==> config.mk <==
export PLATFORM = sky130hd
export DESIGN_NAME = rxs_serializer
export DESIGN_NICKNAME = d
export VERILOG_FILES = /design/src/rtl/rxs_pkg.sv /design/src/rtl/rxs_edge_sense.sv /design/src/rtl/rxs_frame_ctr.sv /design/src/rtl/rxs_bit_mux.sv /design/src/rtl/rxs_serializer.sv
export SDC_FILE = /design/constraint.sdc
export NUM_CORES = 1
export LEC_CHECK = 0
export ABC_CLOCK_PERIOD_IN_PS = 5800
export BUFFER_PORTS_ARGS = -buffer_cell sky130_fd_sc_hd__buf_2
export CORE_ASPECT_RATIO = 1.75
export CORE_MARGIN = 2
export CORE_UTILIZATION = 55
export DETAILED_ROUTE_END_ITERATION = 8
export PLACE_DENSITY = 0.78
export SLEW_MARGIN = 20
export SYNTH_ARGS = -nofsm -noshare
export SYNTH_HDL_FRONTEND = slang
export SYNTH_SLANG_ARGS = --single-unit
==> constraint.sdc <==
create_clock -name clk -period 5.8 [get_ports clk]
set_clock_uncertainty 0.15 [all_clocks]
set_input_delay 0.58 -clock clk [delete_from_list [all_inputs] [get_ports clk]]
set_output_delay 0.58 -clock clk [all_outputs]
set_load 0.01 [all_outputs]
==> src/rtl/rxs_pkg.sv <==
package rxs_pkg;
  localparam int BITS_PER_CH = 8;
  localparam int E1_CH       = 32;
  localparam int T1_CH       = 24;
  localparam int E1_LEN      = E1_CH * BITS_PER_CH;
  localparam int T1_LEN      = T1_CH * BITS_PER_CH + 1;
  localparam int POS_W       = $clog2(E1_LEN);
  localparam int CH_W        = $clog2(E1_CH);
  localparam int BIT_W       = $clog2(BITS_PER_CH);
  localparam int SIG_W       = 4;
  localparam int SIDX_W      = $clog2(SIG_W);
endpackage

==> src/rtl/rxs_edge_sense.sv <==
module rxs_edge_sense #(
  parameter int SYNC = 2
) (
  input  logic clk,
  input  logic rst_n,
  input  logic bclk,
  input  logic fp,
  input  logic fe_fall,
  input  logic de_fall,
  input  logic fp_low,
  output logic fe_hit,
  output logic de_hit,
  output logic fp_start
);
  logic [SYNC:0]   bsh;
  logic [SYNC-1:0] fsh;
  logic            fp_prev;
  logic            rise, fall, act;

  // bclk and fp pass through equal-depth chains so the pulse level
  // lines up with the detected edge.
  always_ff @(posedge clk) begin
    if (!rst_n) begin
      bsh     <= '0;
      fsh     <= '0;
      fp_prev <= 1'b0;
    end else begin
      bsh <= {bsh[SYNC-1:0], bclk};
      fsh <= {fsh[SYNC-2:0], fp};
      if (fe_hit) fp_prev <= act;
    end
  end

  always_comb begin
    rise     = bsh[SYNC-1] & ~bsh[SYNC];
    fall     = ~bsh[SYNC-1] & bsh[SYNC];
    fe_hit   = fe_fall ? fall : rise;
    de_hit   = de_fall ? fall : rise;
    act      = fsh[SYNC-1] ^ fp_low;
    fp_start = fe_hit & act & ~fp_prev;
  end
endmodule

==> src/rtl/rxs_frame_ctr.sv <==
module rxs_frame_ctr
  import rxs_pkg::*;
(
  input  logic             clk,
  input  logic             rst_n,
  input  logic             de_hit,
  input  logic             fp_start,
  input  logic             two_x,
  input  logic             half_sel,
  input  logic             e1,
  input  logic [BIT_W-1:0] bit_off,
  input  logic [CH_W-1:0]  ch_off,
  output logic             upd,
  output logic [POS_W-1:0] cur_pos
);
  logic             pend, ph, cur_ph, start;
  logic [POS_W-1:0] nxt, nxt_pos;
  logic [POS_W:0]   flen, off_raw, off_mod, spos_w, inc_w;

  always_comb begin
    flen    = e1 ? (POS_W+1)'(E1_LEN) : (POS_W+1)'(T1_LEN);
    off_raw = {{(POS_W+1-CH_W-BIT_W){1'b0}}, ch_off, bit_off};
    off_mod = (off_raw >= flen) ? off_raw - flen : off_raw;
    // Preload so that the counter reaches 0 after 'offset' bits.
    spos_w  = (off_mod == '0) ? '0 : flen - off_mod;
    start   = de_hit & (fp_start | pend);
    cur_ph  = start ? 1'b0 : ph;
    cur_pos = start ? spos_w[POS_W-1:0] : nxt;
    inc_w   = {1'b0, cur_pos} + 1'b1;
    nxt_pos = (inc_w >= flen) ? '0 : inc_w[POS_W-1:0];
    upd     = de_hit & (~two_x | (cur_ph == half_sel));
  end

  always_ff @(posedge clk) begin
    if (!rst_n) begin
      pend <= 1'b0;
      ph   <= 1'b0;
      nxt  <= '0;
    end else begin
      if (fp_start && !de_hit) pend <= 1'b1;
      else if (de_hit)         pend <= 1'b0;
      if (de_hit) begin
        if (two_x) begin
          ph  <= ~cur_ph;
          nxt <= cur_ph ? nxt_pos : cur_pos;
        end else begin
          ph  <= 1'b0;
          nxt <= nxt_pos;
        end
      end
    end
  end
endmodule

==> src/rtl/rxs_bit_mux.sv <==
module rxs_bit_mux
  import rxs_pkg::*;
(
  input  logic                   clk,
  input  logic                   rst_n,
  input  logic                   upd,
  input  logic                   e1,
  input  logic [POS_W-1:0]       cur_pos,
  input  logic                   fbit,
  input  logic [BITS_PER_CH-1:0] rd_data,
  input  logic [SIG_W-1:0]       rd_sig,
  output logic [CH_W-1:0]        rd_chan,
  output logic                   sdata,
  output logic                   ssig
);
  logic              fslot, dbit, sbit;
  logic [POS_W-1:0]  rel;
  logic [BIT_W-1:0]  bt, didx;
  logic [SIDX_W-1:0] sidx;

  always_comb begin
    fslot   = ~e1 & (cur_pos == '0);
    rel     = e1 ? cur_pos : cur_pos - 1'b1;
    bt      = rel[BIT_W-1:0];
    rd_chan = fslot ? '0 : rel[POS_W-1:BIT_W];
    didx    = ~bt;
    sidx    = ~bt[SIDX_W-1:0];
    dbit    = fslot ? fbit : rd_data[didx];
    sbit    = ~fslot & bt[BIT_W-1] & rd_sig[sidx];
  end

  always_ff @(posedge clk) begin
    if (!rst_n) begin
      sdata <= 1'b0;
      ssig  <= 1'b0;
    end else if (upd) begin
      sdata <= dbit;
      ssig  <= sbit;
    end
  end
endmodule

==> src/rtl/rxs_serializer.sv <==
module rxs_serializer
  import rxs_pkg::*;
#(
  parameter int SYNC = 2
) (
  input  logic                   clk,
  input  logic                   rst_n,
  input  logic                   bclk,
  input  logic                   fpulse,
  input  logic                   cfg_fs_fall,
  input  logic                   cfg_upd_fall,
  input  logic                   cfg_clk2x,
  input  logic                   cfg_half_sel,
  input  logic                   cfg_fp_low,
  input  logic                   cfg_rate_e1,
  input  logic [BIT_W-1:0]       cfg_bit_off,
  input  logic [CH_W-1:0]        cfg_ch_off,
  input  logic                   fbit_in,
  output logic [CH_W-1:0]        rd_chan,
  input  logic [BITS_PER_CH-1:0] rd_data,
  input  logic [SIG_W-1:0]       rd_sig,
  output logic                   sdata,
  output logic                   ssig
);
  logic             fe_hit, de_hit, fp_start, upd, two_x;
  logic [POS_W-1:0] cur_pos;

  assign two_x = cfg_clk2x & cfg_rate_e1;

  rxs_edge_sense #(.SYNC(SYNC)) u_edge (
    .clk(clk), .rst_n(rst_n), .bclk(bclk), .fp(fpulse),
    .fe_fall(cfg_fs_fall), .de_fall(cfg_upd_fall), .fp_low(cfg_fp_low),
    .fe_hit(fe_hit), .de_hit(de_hit), .fp_start(fp_start)
  );

  rxs_frame_ctr u_ctr (
    .clk(clk), .rst_n(rst_n), .de_hit(de_hit), .fp_start(fp_start),
    .two_x(two_x), .half_sel(cfg_half_sel), .e1(cfg_rate_e1),
    .bit_off(cfg_bit_off), .ch_off(cfg_ch_off),
    .upd(upd), .cur_pos(cur_pos)
  );

  rxs_bit_mux u_mux (
    .clk(clk), .rst_n(rst_n), .upd(upd), .e1(cfg_rate_e1),
    .cur_pos(cur_pos), .fbit(fbit_in), .rd_data(rd_data), .rd_sig(rd_sig),
    .rd_chan(rd_chan), .sdata(sdata), .ssig(ssig)
  );
endmodule

==> results of run 1 <==
==> metrics by stage <==
stage	setup slack, ns	power (uW)
after floorplan	0.551	252
after global placement	0.306	297
after detailed placement	0.192	300
after CTS	0.379	404
after global routing	0.0255	427
final	0.334	409
==> cell usage in the layout, fill, tap and decap left out, types with 4 or more instances in the layout <==
| cell type | instances |
|---|---|
| a21oi_1 | 21 |
| a31oi_1 | 11 |
| and2_1 | 9 |
| buf_2 | 37 |
| buf_4 | 13 |
| clkbuf_8 | 4 |
| dfxtp_1 | 18 |
| ha_1 | 14 |
| inv_1 | 15 |
| mux2i_1 | 4 |
| nand2_1 | 28 |
| nand2b_1 | 4 |
| nand3_1 | 9 |
| nand4_1 | 5 |
| nor2_1 | 14 |
| nor3_1 | 7 |
| o21ai_0 | 16 |
| or3_1 | 4 |
| xnor2_1 | 15 |
| xor2_1 | 5 |
==> power by group <==
part           total [uW]  leakage (uW)  internal (uW)  switching [uW]
combinational         170      0.000961           71.2            98.5
clock                 108     0.0000288           60.5            47.3
sequential            132      0.000147            128            3.39
==> kinds of logic (layout without fill, tap and decap cells) <==
logic type	after synthesis	count (layout)	share of synthesized area
buf+inv	31	70	0.0665
fa+ha+maj	14	14	0.0711
compound gates	103	103	0.301
xor+xnor	20	20	0.0711
simple gates	115	115	0.290
flops	18	18	0.146
mux	9	9	0.0543
==> state kept, by name, indices dropped and copies added (netlist names) <==
signal          count
u_edge.bsh          3
u_edge.fp_prev      1
u_ctr.ph            1
u_ctr.pend          1
u_mux.sdata         1
u_mux.ssig          1
u_ctr.nxt           8
u_edge.fsh          2
==> worst paths after layout <==
path                               startpoint            end  cells after the start
worst min register to register  u_edge.bsh[0]  u_edge.bsh[1]                      1
worst max-delay path              cfg_rate_e1     rd_chan[4]                     19
worst min-delay path            u_edge.bsh[0]  u_edge.bsh[1]                      1
worst max register to register  u_edge.bsh[1]   u_ctr.nxt[1]                     19
==> layer usage <==
layer  global-route usage  vias up  part of all wire
met5                    0        -                 0
met3               0.0565       55             0.048
met1                0.291     1242              0.33
met2                0.569      138              0.55
li1                     -     1275                 -
met4                0.240        0             0.071
==> critical path, stage by stage <==
cell,delay (ns)
buf_2,0.10
buf_4,0.18
ha_1,0.35
a21oi_1,0.23
a2bb2oi_1,0.20
buf_4,0.22
nand3_2,0.18
o21ai_0,0.23
ha_1,0.27
nand2_1,0.09
or3b_2,0.44
o211ai_1,0.12
xnor2_1,0.13
mux2_2,0.31
nand2_1,0.16
or3b_1,0.42
nor3_2,0.15
mux2i_1,0.20
buf_2,0.15
==> layout make-up <==
cell class | count | area (sq um)
Inverter | 16 | 60.1
Clock buffer | 4 | 55.1
Sequential cell | 18 | 360
Tap cell | 51 | 63.8
Multi-Input combinational cell | 261 | 1950
Fill cell | 411 | 1590
Timing Repair Buffer | 50 | 283
==> metrics.txt, run 1 <==
outcome finished clean; vias in the first global route 2626; FF+latch count, synth 18; Root Buffer clkbuf_8; Initial Util 0.565; Post-CTS Setup Bufs 0; top cells by count, synth nand2_1 (28), a21oi_1 (21), dfxtp_1 (18), o21ai_0 (16); H-tree depth 1; die height 92.5 um; clock-pin slew on the worst setup and hold paths 0.07 ns; critical path arrival 4.74 ns; Post-DRT Antenna Nets 0; layout cells sized above 1 0.238; Primary FF master, synth dfxtp_1; Routed WL per cell 19.1 um; Pwr per Cell Area 148 mW/mm^2; Setup violations, final 0; RSZ-0062 raised after global routing no; Hold-fix buffers, CTS 0; minimum clock period after layout 5.47 ns; post-cts resize count 0; largest net degree at the start of global routing 18; cell area after layout 0.00277 sq mm; dpl hpwl 6.13 mm; total CTS buffers 3; CTS Buffer Depth 2; row cnt 32; Area after DPL 0.00271 sq mm; top cells by area, synth dfxtp_1 (15%), ha_1 (7.1%), xnor2_1 (5.3%); Final Cycle Share 0.942; gpl congestion 1.08; Crit Path Max Fanout 12; reg2reg setup slack 1.20 ns; max-cap violations 0; final std cells w/o fill 400; # DRC 0; core area 0.00436 sq mm; IR drop worst, VDD 164 uV; port bufs 37; most instantiated library cell after synthesis nand2_1; CP Capture Type output port; hold_ws 0.286 ns; Routed WL 7.64 mm; sequential-to-total area share from yosys stat 0.146; Synth async-reset ratio 0; Ant. Diodes 0; IO Count 38; Cells after DPL 396; CTS tree built; Final nets 395; remaining global-route overflow 0; CTS sink cnt 18; Netlist cell types 83; Critical Path RT 5.07 ns; GRT Total Usage 0.318; Vias 2710; synth warn 0; Worst-Margin Slew 0.968 ns; P&R area growth vs syn 12.5%; Fin. Hold Viols 0; mapped cell area 0.00246 sq mm; Die Width 54.6 um; Synth area leader dfxtp_1; Hold/Removal Path Class flop to flop; critical path class input port to output port; Max Fclk 183 MHz; clk_lat worst skew 0.26 ns; Relative slew margins 0.355; Die ar. 0.00505 sq mm; average cell area after synthesis 7.95 sq um; drt pass-1 iters 5; global-route wire length before repair 12.0 mm; Leakage Power 0.00114 uW; initial antenna violation count 0; DR vias/cell 6.78; Syn Nets 355; EDFF count, synth 0; 1st-iter DRT viols 175; Post-Synthesis Cells 310; TNS Setup 0 ns; crit start category input port; final core occ 0.635; max-slew violations 0; post-synth top area share 0.146
No activity file was read; power rests on OpenSTA's default activity.
==> inputs of run 2 (changes only) <==
==> constraint.sdc (replaced) <==
create_clock -name clk -period 5.8 [get_ports clk]
set_clock_uncertainty 0.15 [all_clocks]
set_input_delay 1.16 -clock clk [delete_from_list [all_inputs] [get_ports clk]]
set_output_delay 1.16 -clock clk [all_outputs]
set_load 0.01 [all_outputs]
==> run 2 against run 1 <==
  * Setup slack got worse by 0.33 ns
  * Largest cell class unchanged
  * Sequential cell count did not move
  * Register-to-register slack improved by 0.07 ns
  * Combinational power rose by 32%
  * Wire length rose by 11%
  * Largest power group unchanged
==> metrics.txt, run 2 (same netlist as run 1, synthesis figures left out) <==
outcome finished clean; CP max stage delay 0.40 ns (-0.04 ns); critical path class input port to output port; DR vias/cell 6.29 (-7.1%); P&R area growth vs syn 39.3%; Root Buffer clkbuf_8; Die ar. 0.00505 sq mm (unchanged); core area 0.00436 sq mm (unchanged); Crit Path Max Fanout 5 (-7); minimum clock period after layout 5.79 ns (+0.325 ns); WP buf/inv 5 (+1); most frequent cells in the layout buf_4 (69), buf_2 (36), nand2_1 (26); reg2reg setup slack 1.27 ns (+0.07 ns); total CTS buffers 3 (unchanged); CTS tree built; H-tree depth 1 (unchanged); port bufs 37 (unchanged); Crit path max-delay family simple AND/OR/NAND/NOR gates; top flop regs u_ctr.nxt: 8 flops, u_edge.bsh: 3 flops, u_edge.fsh: 2 flops; cell area after layout 0.00343 sq mm (+24%); Area after DPL 0.00321 sq mm (+19%); Critical Path RT 4.49 ns (-0.58 ns); hold_ws 0.284 ns (-0.00146 ns); CP Capture Type output port; remaining global-route overflow 0 (unchanged); Max Fclk 173 MHz (-5.6%); Largest Register u_ctr.nxt; Hold/Removal Path Class flop to flop; Largest register FFs 8 (unchanged); final std cells w/o fill 458 (+14%); gpl congestion 0.954 (-12%); clock-pin slew on the worst setup and hold paths 0.06 ns (about the same); 1st-iter DRT viols 83 (-53%); Final nets 453 (+15%); dpl hpwl 6.72 mm (+9.6%); CTS sink cnt 18 (unchanged); Post-DRT Antenna Nets 0 (unchanged); cells along the critical path buf_8, clkinvlp_4, buf_6, ha_4, nand2b_4, o41ai_4, nand3_4, o21ai_2, ha_2, nand2_2, or3b_4, o211ai_1, xnor2_1, mux2_4, nand2_4, or3b_4, buf_6, xor2_1, nor2_1, buf_2; Leakage Power 0.00146 uW (+29%); Final Cycle Share 0.998 (+0.0561); IR drop worst, VDD 213 uV (+30%); Ant. Diodes 0 (unchanged); Worst-Margin Slew 0.872 ns (-0.0958 ns); global-route wire length before repair 12.9 mm (+7.1%); Setup violations, final 0 (unchanged); largest net degree at the start of global routing 18 (unchanged); initial antenna violation count 0 (unchanged); crit start category input port; Hold-fix buffers, CTS 0 (unchanged); Routed WL 8.45 mm (+11%); # DRC 0 (unchanged); critical path arrival 4.48 ns (-0.26 ns); clk_lat worst skew 0.27 ns (about the same); Initial Util 0.565 (unchanged); IO Count 38 (unchanged); Relative slew margins 0.418 (+0.0639); Cells after DPL 450 (+14%); max-cap violations 0 (unchanged); GRT Total Usage 0.349 (+0.0302); Fin. Hold Viols 0 (unchanged); CTS Buffer Depth 2 (unchanged); row cnt 32 (unchanged); Vias 2883 (+6.4%); RSZ-0062 raised after global routing yes; Routed WL per cell 18.5 um (-3.4%); vias in the first global route 2855 (+8.7%); layout cells sized above 1 0.408 (+0.170); Slowest cell on crit path or3b_4; most common cell after layout, fill and taps aside buf_4; drt pass-1 iters 5 (unchanged); Die Width 54.6 um (unchanged); max-slew violations 0 (unchanged); Pwr per Cell Area 135 mW/mm^2 (-8.6%); die height 92.5 um (unchanged)
[run 2: routing by layer]
metal,global-route usage,share of wire
met5,0.0128,0
met4,0.281,0.077
met3,0.0516,0.031
met2,0.648,0.57
met1,0.290,0.32
[run 2: cell type report]
cell class	instances	area [sq um]
sequential	18	360
fill	332	932
clock buffer	4	55.1
multi-input combinational	261	2150
inverter	16	63.8
tap	51	63.8
timing repair buffer	108	736
[run 2: power by group]
group / switching [uW] / internal [uW]
Combinational: 115 / 111
Sequential: 3.09 / 128
Clock: 45.6 / 60.6
[run 2: per-stage QoR]
step,utilization,setup slack (ns),setup TNS (ns),total power (uW)
after detailed placement,0.735,-0.0908,-0.246,340
after global placement,0.735,0.0148,0,337
final,0.786,0.00891,0,463
after global routing,0.786,-0.216,-0.759,482
after floorplan,-,-0.0967,-0.213,262
after CTS,0.754,0.00715,0,444
[run 2: final timing paths]
path / from / end / cells past startpoint
max: cfg_rate_e1 / rd_chan[2] / 20
min: u_edge.fsh[0] / u_edge.fsh[1] / 1
max reg2reg: u_edge.bsh[1] / u_ctr.nxt[2] / 20
min reg2reg: u_edge.fsh[0] / u_edge.fsh[1] / 1
[run 2: timing repair]
item,CTS,global route
pin swaps,8,17
buffers inserted,1,4
endpoints found under the setup margin,4,13
resized for setup,4,28
